**src/rtl/uart_tx_pkg.sv**
```systemverilog
package uart_tx_pkg;

  localparam int REG_AW = 3;

  localparam logic [REG_AW-1:0] OFS_DATA = 3'd0;
  localparam logic [REG_AW-1:0] OFS_HIGH = 3'd1;
  localparam logic [REG_AW-1:0] OFS_LINE = 3'd3;
  localparam logic [REG_AW-1:0] OFS_STAT = 3'd5;

  typedef struct packed {
    logic       bank;   // divisor access select
    logic       brk;    // force line low
    logic       stick;  // constant parity
    logic       even;   // even / constant-0 select
    logic       pen;    // parity bit present
    logic       stop2;  // long stop period
    logic [1:0] wlen;   // 5..8 data bits
  } line_cfg_t;

  typedef enum logic [2:0] {
    ST_IDLE,
    ST_START,
    ST_DATA,
    ST_PAR,
    ST_STOP
  } tx_state_t;

endpackage

```
**src/rtl/uart_tx_regs.sv**
```systemverilog
module uart_tx_regs
  import uart_tx_pkg::*;
#(
  parameter int DIV_W = 16
) (
  input  logic              clk,
  input  logic              rst,
  input  logic              wr_en,
  input  logic [REG_AW-1:0] wr_addr,
  input  logic [7:0]        wr_data,
  input  logic [REG_AW-1:0] rd_addr,
  output logic [7:0]        rd_data,
  input  logic              load,
  input  logic              busy,
  output line_cfg_t         cfg,
  output logic [DIV_W-1:0]  divisor,
  output logic [7:0]        thr_data,
  output logic              thr_full
);

  localparam int HI_W = DIV_W - 8;

  logic [7:0]      div_lo;
  logic [HI_W-1:0] div_hi;
  logic            wr_thr;

  assign divisor = {div_hi, div_lo};
  assign wr_thr  = wr_en && (wr_addr == OFS_DATA) && !cfg.bank;

  always_ff @(posedge clk) begin
    if (rst) begin
      cfg    <= '0;
      div_lo <= '0;
      div_hi <= '0;
    end else if (wr_en) begin
      if (wr_addr == OFS_LINE) cfg <= line_cfg_t'(wr_data);
      if (wr_addr == OFS_DATA && cfg.bank) div_lo <= wr_data;
      if (wr_addr == OFS_HIGH && cfg.bank) div_hi <= wr_data[HI_W-1:0];
    end
  end

  // holding slot: a new write wins over a same-cycle load
  always_ff @(posedge clk) begin
    if (rst) begin
      thr_full <= 1'b0;
      thr_data <= '0;
    end else if (wr_thr) begin
      thr_full <= 1'b1;
      thr_data <= wr_data;
    end else if (load) begin
      thr_full <= 1'b0;
    end
  end

  always_ff @(posedge clk) begin
    if (rst) begin
      rd_data <= '0;
    end else begin
      case (rd_addr)
        OFS_DATA: rd_data <= cfg.bank ? div_lo : 8'h00;
        OFS_HIGH: rd_data <= cfg.bank ? 8'(div_hi) : 8'h00;
        OFS_LINE: rd_data <= cfg;
        OFS_STAT: rd_data <= {1'b0, !thr_full && !busy, !thr_full, 5'b0};
        default:  rd_data <= 8'h00;
      endcase
    end
  end

endmodule

```
**src/rtl/uart_tx_baud.sv**
```systemverilog
module uart_tx_baud #(
  parameter int DIV_W = 16
) (
  input  logic             clk,
  input  logic             rst,
  input  logic [DIV_W-1:0] divisor,
  output logic             tick
);

  logic [DIV_W-1:0] cnt;

  always_ff @(posedge clk) begin
    if (rst) begin
      cnt  <= '0;
      tick <= 1'b0;
    end else if (divisor == '0) begin
      cnt  <= '0;
      tick <= 1'b0;
    end else if (cnt >= divisor - 1'b1) begin
      cnt  <= '0;
      tick <= 1'b1;
    end else begin
      cnt  <= cnt + 1'b1;
      tick <= 1'b0;
    end
  end

endmodule

```
**src/rtl/uart_tx_shifter.sv**
```systemverilog
module uart_tx_shifter
  import uart_tx_pkg::*;
#(
  parameter int OVS = 16
) (
  input  logic      clk,
  input  logic      rst,
  input  logic      tick,
  input  logic      thr_full,
  input  logic [7:0] thr_data,
  input  line_cfg_t cfg,
  output logic      load,
  output logic      line,
  output logic      busy
);

  localparam int CW = $clog2(2 * OVS);
  localparam logic [CW-1:0] BIT_LAST  = CW'(OVS - 1);
  localparam logic [CW-1:0] STOP_MID  = CW'((OVS * 3) / 2 - 1);
  localparam logic [CW-1:0] STOP_LONG = CW'(2 * OVS - 1);

  tx_state_t     state;
  logic [CW-1:0] cnt;
  logic [2:0]    bitn;
  logic [2:0]    last_q;
  logic [7:0]    shreg;
  logic          pen_q;
  logic          par_q;
  logic [CW-1:0] stop_q;

  logic [2:0]    last_n;
  logic [7:0]    mask;
  logic          par_x;
  logic          par_n;
  logic [CW-1:0] stop_n;
  logic          at_end;

  // settings captured at frame load
  always_comb begin
    last_n = {1'b1, cfg.wlen};
    for (int i = 0; i < 8; i++) mask[i] = (3'(i) <= last_n);
    par_x  = ^(thr_data & mask);
    par_n  = cfg.stick ? !cfg.even : (cfg.even ? par_x : !par_x);
    if (!cfg.stop2)            stop_n = BIT_LAST;
    else if (cfg.wlen == 2'b00) stop_n = STOP_MID;
    else                       stop_n = STOP_LONG;
  end

  assign at_end = (state == ST_STOP) && (cnt == stop_q);
  assign load   = tick && thr_full && ((state == ST_IDLE) || at_end);
  assign busy   = (state != ST_IDLE);

  always_ff @(posedge clk) begin
    if (rst) begin
      state  <= ST_IDLE;
      cnt    <= '0;
      bitn   <= '0;
      last_q <= 3'd7;
      shreg  <= '0;
      pen_q  <= 1'b0;
      par_q  <= 1'b0;
      stop_q <= BIT_LAST;
      line   <= 1'b1;
    end else if (tick) begin
      if (load) begin
        state  <= ST_START;
        cnt    <= '0;
        line   <= 1'b0;
        shreg  <= thr_data;
        last_q <= last_n;
        pen_q  <= cfg.pen;
        par_q  <= par_n;
        stop_q <= stop_n;
      end else begin
        case (state)
          ST_START: begin
            if (cnt == BIT_LAST) begin
              state <= ST_DATA;
              cnt   <= '0;
              bitn  <= '0;
              line  <= shreg[0];
            end else cnt <= cnt + 1'b1;
          end
          ST_DATA: begin
            if (cnt == BIT_LAST) begin
              cnt <= '0;
              if (bitn == last_q) begin
                state <= pen_q ? ST_PAR : ST_STOP;
                line  <= pen_q ? par_q : 1'b1;
              end else begin
                bitn  <= bitn + 1'b1;
                shreg <= shreg >> 1;
                line  <= shreg[1];
              end
            end else cnt <= cnt + 1'b1;
          end
          ST_PAR: begin
            if (cnt == BIT_LAST) begin
              state <= ST_STOP;
              cnt   <= '0;
              line  <= 1'b1;
            end else cnt <= cnt + 1'b1;
          end
          ST_STOP: begin
            if (at_end) begin
              state <= ST_IDLE;
              cnt   <= '0;
              line  <= 1'b1;
            end else cnt <= cnt + 1'b1;
          end
          default: begin
            state <= ST_IDLE;
            line  <= 1'b1;
          end
        endcase
      end
    end
  end

endmodule

```
**src/rtl/uart_tx_core.sv**
```systemverilog
module uart_tx_core
  import uart_tx_pkg::*;
#(
  parameter int DIV_W = 16,
  parameter int OVS   = 16
) (
  input  logic       clk,
  input  logic       rst,
  input  logic       wr_en,
  input  logic [2:0] wr_addr,
  input  logic [7:0] wr_data,
  input  logic [2:0] rd_addr,
  output logic [7:0] rd_data,
  output logic       txd,
  output logic       thr_empty,
  output logic       tx_empty
);

  line_cfg_t        cfg_w;
  logic [DIV_W-1:0] div_w;
  logic [7:0]       thr_data_w;
  logic             thr_full_w;
  logic             tick_w;
  logic             load_w;
  logic             line_w;
  logic             busy_w;

  uart_tx_regs #(.DIV_W(DIV_W)) regs_i (
    .clk      (clk),
    .rst      (rst),
    .wr_en    (wr_en),
    .wr_addr  (wr_addr),
    .wr_data  (wr_data),
    .rd_addr  (rd_addr),
    .rd_data  (rd_data),
    .load     (load_w),
    .busy     (busy_w),
    .cfg      (cfg_w),
    .divisor  (div_w),
    .thr_data (thr_data_w),
    .thr_full (thr_full_w)
  );

  uart_tx_baud #(.DIV_W(DIV_W)) baud_i (
    .clk     (clk),
    .rst     (rst),
    .divisor (div_w),
    .tick    (tick_w)
  );

  uart_tx_shifter #(.OVS(OVS)) shift_i (
    .clk      (clk),
    .rst      (rst),
    .tick     (tick_w),
    .thr_full (thr_full_w),
    .thr_data (thr_data_w),
    .cfg      (cfg_w),
    .load     (load_w),
    .line     (line_w),
    .busy     (busy_w)
  );

  always_ff @(posedge clk) begin
    if (rst) begin
      txd       <= 1'b1;
      thr_empty <= 1'b1;
      tx_empty  <= 1'b1;
    end else begin
      txd       <= line_w && !cfg_w.brk;
      thr_empty <= !thr_full_w;
      tx_empty  <= !thr_full_w && !busy_w;
    end
  end

endmodule

```
**config.mk**
```make
export PLATFORM = sky130hd
export DESIGN_NAME = uart_tx_core
export DESIGN_NICKNAME = d
export VERILOG_FILES = /design/src/rtl/uart_tx_pkg.sv /design/src/rtl/uart_tx_regs.sv /design/src/rtl/uart_tx_baud.sv /design/src/rtl/uart_tx_shifter.sv /design/src/rtl/uart_tx_core.sv
export SDC_FILE = /design/constraint.sdc
export NUM_CORES = 1
export LEC_CHECK = 0
export ABC_AREA = 1
export BUFFER_PORTS_ARGS = -buffer_cell sky130_fd_sc_hd__buf_2
export CAP_MARGIN = 5
export CELL_PAD_IN_SITES_DETAIL_PLACEMENT = 1
export CELL_PAD_IN_SITES_GLOBAL_PLACEMENT = 1
export CORE_MARGIN = 2
export CORE_UTILIZATION = 38
export CTS_CLUSTER_DIAMETER = 50
export DETAILED_ROUTE_END_ITERATION = 16
export PLACE_DENSITY = 0.82
export SYNTH_ARGS = -nofsm -noshare
export SYNTH_HDL_FRONTEND = slang
export SYNTH_SLANG_ARGS = --single-unit
```
**constraint.sdc**
```tcl
create_clock -name clk -period 2.3 [get_ports clk]
set_input_delay 0.345 -clock clk [delete_from_list [all_inputs] [get_ports clk]]
set_output_delay 0.345 -clock clk [all_outputs]
set_load 0.01 [all_outputs]
```
==> results.tsv, run 1 <==
stage	metric	value	unit
outcome	outcome	finished with violations	
outcome	failing checks	setup timing	
grt	initial antenna violation count	0	
grt	first-pass GRT wire length	23.2	mm
drt	drt initial violations	239	
drt	routed length per placed instance	17.4	um
layout	Final nets	719	
power_and_ir_drop	Comb pwr share	0.063	
placed_design	routability cong.	0.864	
critical_path	CP Data Required Time	2.54	ns
cts	Clock Path Buffers	2	
drt	final WL	14.5	mm
power_and_ir_drop	internal power	2.35	mW
sta	final setup vio count	17	
run	MaxCap Viol Count	0	
cts	CTS tree	done	
sta	period utilization	1.18	
worst_hold_path	min-delay worst type	input pin to flip-flop	
power_and_ir_drop	PwrDens	568	nW/um2
synth	Post-synth ARST share	0	
floorplan	Core Region	11900	um2
sta	Slew Limit Fails	0	
power_and_ir_drop	power share of the clock group	0.449	
power_and_ir_drop	Leak	2.44	nW
placed_design	DP Cell Count	806	
cts	Inserted Clock Buffers	9	
synth	post-synth top area share	0.381	
layout	area grow syn2layout	21.0	%
power_and_ir_drop	Switch Pwr	0.788	mW
synth	synth warn	0	
layout	layout cells sized above 1	0.177	
drt	number of iterations in the first detailed-routing pass	4	
synth	FF+latch count, synth	87	
synth	synth cell count leaders	nand2_1 (107), dfxtp_1 (87), inv_1 (87), a21oi_1 (58), nand3_1 (54)	
cts	hold buffers post-CTS	0	
grt	vias in the first global route	4718	
sta	Max Freq	0.370	GHz
cts	Clk Latency, worst-skew pair	0.35	ns
sta	worst slew pin tran	0.677	ns
sta	Slew headroom	0.547	
critical_path	startpoint class of the critical path	flip-flop	
critical_path	CP Capture Type	flip-flop	
drt	total number of vias	4538	
drt	antenna-violating nets left	0	
synth	cells after synthesis	626	
floorplan	Die Span X	114	um
placed_design	Post-Place Worst Slack	-0.361	ns
critical_path	critical path fanouts, max	8	
floorplan	Die Y	114	um
synth	EDFF count, synth	0	
synth	most frequent cell after synthesis	nand2_1	
cts	Clock transition at path regs	0.07	ns
synth	Main synth FF type	dfxtp_1	
cts	CTS H-tree lvls	3	
cts	clk root buf	clkbuf_16	
synth	Distinct cells, synth	32	
placed_design	port bufs	27	
placed_design	detailed placer's ending HPWL	9.93	mm
drt	DRC Markers	0	
sta	Worst Setup Slack, final	-0.406	ns
sta	Tmin final	2.71	ns
floorplan	DIE AREA	12900	um2
critical_path	WP data arrival	2.95	ns
power_and_ir_drop	switching part of the total	0.251	
floorplan	Initial Util	0.385	
synth	sequential fraction of the synthesis area	0.381	
grt	GRT Util Overall	0.229	
grt	total grt overflow	0	
sta	Max Clock Skew	0.00731	ns
critical_path	WS Path Type	flip-flop to flip-flop	
drt	Vias/cell	5.45	
power_and_ir_drop	PnR Total Power	3.14	mW
power_and_ir_drop	worst vdd ir	0.318	mV
layout	final core utilization	0.466	
floorplan	I/O pin cnt	28	
sta	Final Hold Vio Count	0	
synth	synthesized area	4570	um2
cts	CTS sink count	87	
sta	unrepaired setup endpoints after global routing	true	
synth	Post-Syn Area per Cell	7.30	um2
power_and_ir_drop	Seq pwr share	0.488	
synth	synth top area cells	dfxtp_1 (38%), nand2_1 (8.8%), inv_1 (7.1%)	
floorplan	Rows	40	
grt	maximum number of pins on one net before global-route repair	55	
layout	post-route insts no fill	832	
sta	Hold WS	0.299	ns
layout	antenna cells	0	
synth	Mapped Nets	665	
synth	Yosys top cell by area	dfxtp_1	
area by class of cell:
type                            instances  area [um2]
Clock inverter                          6        45.0
Sequential cell                        87        1750
Timing Repair Buffer                   59         379
Tap cell                              147         184
Multi-Input combinational cell        432        2590
Inverter                               91         348
Fill cell                            1481        6330
Clock buffer                           10         239
sequential cells by signal (all words and copies together) (netlist names), 2 cells and up:
register	flops
baud_i.cnt	16
regs_i.cfg	8
regs_i.div_hi	8
regs_i.div_lo	8
regs_i.rd_data	8
regs_i.thr_data	8
shift_i.bitn	3
shift_i.cnt	5
shift_i.last_q	2
shift_i.shreg	8
shift_i.state	3
shift_i.stop_q	2
cells by family after synthesis:
| family | share of synthesized area |
|---|---|
| simple gates | 0.236 |
| flops | 0.381 |
| buf+inv | 0.0950 |
| xor+xnor | 0.0633 |
| compound gates | 0.165 |
| fa+ha+maj | 0.0603 |
layout by cell type (no fill, tap or decap), types with 6 or more instances in the layout:
cell type and n:
o22ai_1 11, xnor2_1 8, inv_1 80, nand4_1 10, dfxtp_1 84, nor3_1 6, inv_2 7, buf_2 27
ha_1 18, nand3_1 51, nor2_1 43, nand2_1 103, clkbuf_16 9, a21oi_1 56, buf_4 31, o21ai_0 50
xor2_1 24
per-stage QoR:
stage          cell area (um2)  setup TNS, ns
2_1_floorplan             4620         -0.546
3_3_place_gp              5020          -1.79
3_5_place_dp              5020          -5.78
4_1_cts                   5490          -2.86
5_1_grt                   5530          -8.55
6_report                  5530          -6.47
worst paths after layout:
check                                                    from                      endpoint  slack (ns)  cells after the start
worst min register to register     regs_i.cfg[3]$_SDFFE_PP0P_    regs_i.cfg[3]$_SDFFE_PP0P_        0.47                      2
worst max-delay path            regs_i.div_hi[2]$_SDFFE_PP0P_      baud_i.cnt[1]$_SDFF_PP0_       -0.41                     14
worst max register to register  regs_i.div_hi[2]$_SDFFE_PP0P_      baud_i.cnt[1]$_SDFF_PP0_       -0.41                     14
worst min-delay path                                      rst  regs_i.rd_data[6]$_SDFF_PP0_        0.30                      2
worst max-delay path: stages, from the launching register on:
cell and delay [ns]:
dfxtp_1 0.35, nor2_1 0.26, nand3_1 0.17, nor2_1 0.21, nand2_1 0.12, xor2_1 0.18, inv_1 0.11, ha_4 0.28
nand2_2 0.06, inv_2 0.07, nand3_4 0.08, nor3_4 0.27, nand3_4 0.15, nand4_4 0.21, nor2_2 0.07
power by group through the flow:
stage	clock [mW]	combinational, mW	sequential (mW)
finish	1.41	0.198	1.53
global route	1.50	0.217	1.54
CTS	1.44	0.189	1.53
detailed placement	0	0.176	1.57
global placement	0	0.167	1.57
floorplan	0	0.108	1.56
routing by layer:
layer | track usage | wire (um) | vias to the layer above
li1 | - | - | 2188
met4 | 0.102 | 438 | 0
met1 | 0.288 | 6370 | 2191
met5 | 0 | 0 | -
met3 | 0.0340 | 655 | 32
met2 | 0.390 | 7020 | 127
repair_timing:
item | in CTS | in global routing
setup buffers | 8 | 2
endpoints found under the setup margin | 17 | 17
gates cloned | 1 | 0
resized for setup | 22 | 9
pin swaps | 13 | 10
No activity file was read; power rests on OpenSTA's default activity.
==> run 2: changes to the inputs <==
PLACE_DENSITY = 0.79   (was 0.82)
SKIP_CTS_REPAIR_TIMING = 1   (was default)
clock period = 2.6 ns   (was 2.3 ns; I/O delays follow)
==> run 2 against run 1 <==
  * The run still ends with setup timing left
  * Clock power fell by 5%
  * Register-to-register slack improved by 0.29 ns
  * Sequential share of layout area rose by 0.64 points
  * Power fell by 8.6%
  * Core utilization fell by 0.93 points
  * Critical path depth rose by 1
  * Critical path type unchanged
  * Largest cell class unchanged
  * Largest power group unchanged
  * Highest routed layer unchanged
==> results.tsv, run 2 (synthesis results as in run 1) <==
stage	metric	value	unit	change
drt	drt initial violations	230		was 239
critical_path	CP Capture Type	flip-flop		unchanged
layout	most common cell after layout, fill and taps aside	nand2_1		unchanged
sta	Slew Limit Fails	0		unchanged
sta	Tmin final	2.72	ns	was 2.71 ns
power_and_ir_drop	PwrDens	530	nW/um2	was 568 nW/um2
critical_path	CP Launch Point	regs_i.div_lo[2]$_SDFFE_PP0P_		was regs_i.div_hi[2]$_SDFFE_PP0P_
layout	antenna cells	0		unchanged
critical_path	Buffers & Inverters on Critical Path	2		unchanged
critical_path	crit path to	baud_i.cnt[14]$_SDFF_PP0_		was baud_i.cnt[1]$_SDFF_PP0_
floorplan	Core Region	11900	um2	unchanged
sta	Final Hold Vio Count	0		unchanged
worst_hold_path	Hold Crit Depth	3		was 2
sta	Worst Setup Slack, final	-0.121	ns	was -0.406 ns
grt	total grt overflow	0		unchanged
critical_path	critical path fanouts, max	4		was 8
critical_path	slowest CP cell	dfxtp_2		was dfxtp_1
grt	first-pass GRT wire length	21.2	mm	was 23.2 mm
power_and_ir_drop	Leak	2.40	nW	was 2.44 nW
power_and_ir_drop	Seq pwr share	0.473		was 0.488
power_and_ir_drop	internal power	2.16	mW	was 2.35 mW
cts	Clock transition at path regs	0.07	ns	about the same
sta	Hold WS	0.385	ns	was 0.299 ns
drt	Vias/cell	5.43		was 5.45
drt	antenna-violating nets left	0		unchanged
grt	vias in the first global route	4355		was 4718
layout	layout cells sized above 1	0.155		was 0.177
floorplan	Initial Util	0.385		unchanged
placed_design	DP Cell Count	793		was 806
power_and_ir_drop	PnR Total Power	2.87	mW	was 3.14 mW
floorplan	DIE AREA	12900	um2	unchanged
grt	GRT Util Overall	0.204		was 0.229
run	MaxCap Viol Count	0		unchanged
power_and_ir_drop	Comb pwr share	0.059		was 0.063
cts	Inserted Clock Buffers	9		unchanged
critical_path	R2R setup slack	-0.12	ns	was -0.41 ns
sta	worst slew pin tran	0.622	ns	was 0.677 ns
power_and_ir_drop	switching part of the total	0.247		was 0.251
drt	number of iterations in the first detailed-routing pass	5		was 4
cts	clk root buf	clkbuf_16		unchanged
drt	final WL	13.8	mm	was 14.5 mm
critical_path	startpoint class of the critical path	flip-flop		unchanged
cts	CTS tree	done		unchanged
sta	Slew headroom	0.584		was 0.547
critical_path	WP data arrival	3.00	ns	was 2.95 ns
cts	Clock Path Buffers	2		unchanged
sta	unrepaired setup endpoints after global routing	true		unchanged
cts	CTS H-tree lvls	3		unchanged
outcome	failing checks	setup timing		unchanged
critical_path	Crit path depth	15		was 14
critical_path	crit path cell chain	inv_2 > nand3_4 > nor3_4 > nand2_2 > nor2_4 > nand2_2 > nor3_2 > xor2_1 > ha_1 > a21oi_2 > o21ai_1 > a21oi_2 > nand4_4 > buf_4 > nor2_2		was nor2_1 > nand3_1 > nor2_1 > nand2_1 > xor2_1 > inv_1 > ha_4 > nand2_2 > inv_2 > nand3_4 > nor3_4 > nand3_4 > nand4_4 > nor2_2
layout	Largest register FFs	16		unchanged
floorplan	Die Y	114	um	unchanged
power_and_ir_drop	worst vdd ir	0.279	mV	was 0.318 mV
layout	area grow syn2layout	18.6	%	was 21.0%
floorplan	Die Span X	114	um	unchanged
sta	final setup vio count	17		unchanged
placed_design	port bufs	27		unchanged
layout	Final nets	706		was 719
layout	Reg area	1750	um2	unchanged
placed_design	routability cong.	0.841		was 0.864
critical_path	RR Endpoint	baud_i.cnt[14]$_SDFF_PP0_		was baud_i.cnt[1]$_SDFF_PP0_
drt	DRC Markers	0		unchanged
critical_path	Top Family by Delay on Critical Path	simple AND/OR/NAND/NOR gates		unchanged
outcome	outcome	finished with violations		unchanged
layout	Fillers	1484		was 1481
floorplan	Rows	40		unchanged
layout	commonest cells after routing, fill and taps aside	nand2_1 (103), dfxtp_1 (84), inv_1 (82)		was nand2_1 (103), dfxtp_1 (84), inv_1 (80)
drt	total number of vias	4445		was 4538
layout	post-route insts no fill	819		was 832
sta	period utilization	1.05		was 1.18
power_and_ir_drop	power share of the clock group	0.468		was 0.449
cts	Clk Latency, worst-skew pair	0.35	ns	about the same
power_and_ir_drop	Switch Pwr	0.710	mW	was 0.788 mW
worst_hold_path	worst hold path startpoint	wr_data[0]		was rst
grt	initial antenna violation count	0		unchanged
layout	area of the multi-input gates	2520	um2	was 2590 um2
sta	Max Freq	0.368	GHz	was 0.370 GHz
critical_path	CP Data Required Time	2.88	ns	was 2.54 ns
worst_hold_path	min-delay worst type	input pin to flip-flop		unchanged
drt	routed length per placed instance	16.9	um	was 17.4 um
placed_design	detailed placer's ending HPWL	9.71	mm	was 9.93 mm
cts	CTS sink count	87		unchanged
sta	Max Clock Skew	0.00773	ns	was 0.00731 ns
critical_path	CP max stage delay	0.33	ns	was 0.35 ns
critical_path	WS Path Type	flip-flop to flip-flop		unchanged
layout	final core utilization	0.457		was 0.466
layout	Most flops, register	baud_i.cnt		unchanged
critical_path	r2r startpoint	regs_i.div_lo[2]$_SDFFE_PP0P_		was regs_i.div_hi[2]$_SDFFE_PP0P_
grt	maximum number of pins on one net before global-route repair	33		was 55
critical_path	Register-to-Register Path Depth	15		was 14
floorplan	I/O pin cnt	28		unchanged
run 2: area by class of cell:
cell class | instances | area share
clock inverters | 7 | 0.0143
inverters | 91 | 0.0642
clock buffers | 9 | 0.0416
multi-input cells | 431 | 0.465
repair buffers | 47 | 0.0587
well taps | 147 | 0.0339
flip-flops and latches | 87 | 0.322
run 2: worst min-delay path by stage:
stage	slack, ns	endpoint
6_report	0.39	regs_i.cfg[0]$_SDFFE_PP0P_
5_1_grt	0.40	regs_i.div_lo[7]$_SDFFE_PP0P_
2_1_floorplan	0.41	thr_empty$_SDFF_PP1_
3_3_place_gp	0.44	thr_empty$_SDFF_PP1_
3_5_place_dp	0.44	thr_empty$_SDFF_PP1_
4_1_cts	0.39	regs_i.div_hi[0]$_SDFFE_PP0P_
run 2: metrics by stage:
step / instance area (um2) / setup TNS, ns / setup slack [ns]
after floorplan: 4570 / 0 / 0.0686
after global placement: 4870 / 0 / 0.00711
after detailed placement: 4870 / -4.64 / -0.321
after CTS: 5170 / -5.29 / -0.393
after global routing: 5420 / -4.39 / -0.281
final: 5420 / -1.61 / -0.121
run 2: power groups by stage:
| stage | clock, mW | combinational, mW | sequential, mW |
|---|---|---|---|
| 6_report | 1.34 | 0.170 | 1.36 |
| 5_1_grt | 1.42 | 0.191 | 1.36 |
| 4_1_cts | 1.35 | 0.151 | 1.36 |
| 3_5_place_dp | 0 | 0.149 | 1.39 |
| 3_3_place_gp | 0 | 0.143 | 1.39 |
| 2_1_floorplan | 0 | 0.0937 | 1.38 |
run 2: layer usage:
metal | global-route usage | part of all wire
met5 | 0 | 0
met4 | 0.0675 | 0.023
met3 | 0.0340 | 0.045
met2 | 0.331 | 0.48
met1 | 0.277 | 0.46
run 2: worst min-delay path: stages:
cell	delay, ns
buf_2	0.12
o21ai_0	0.09
a21oi_1	0.10
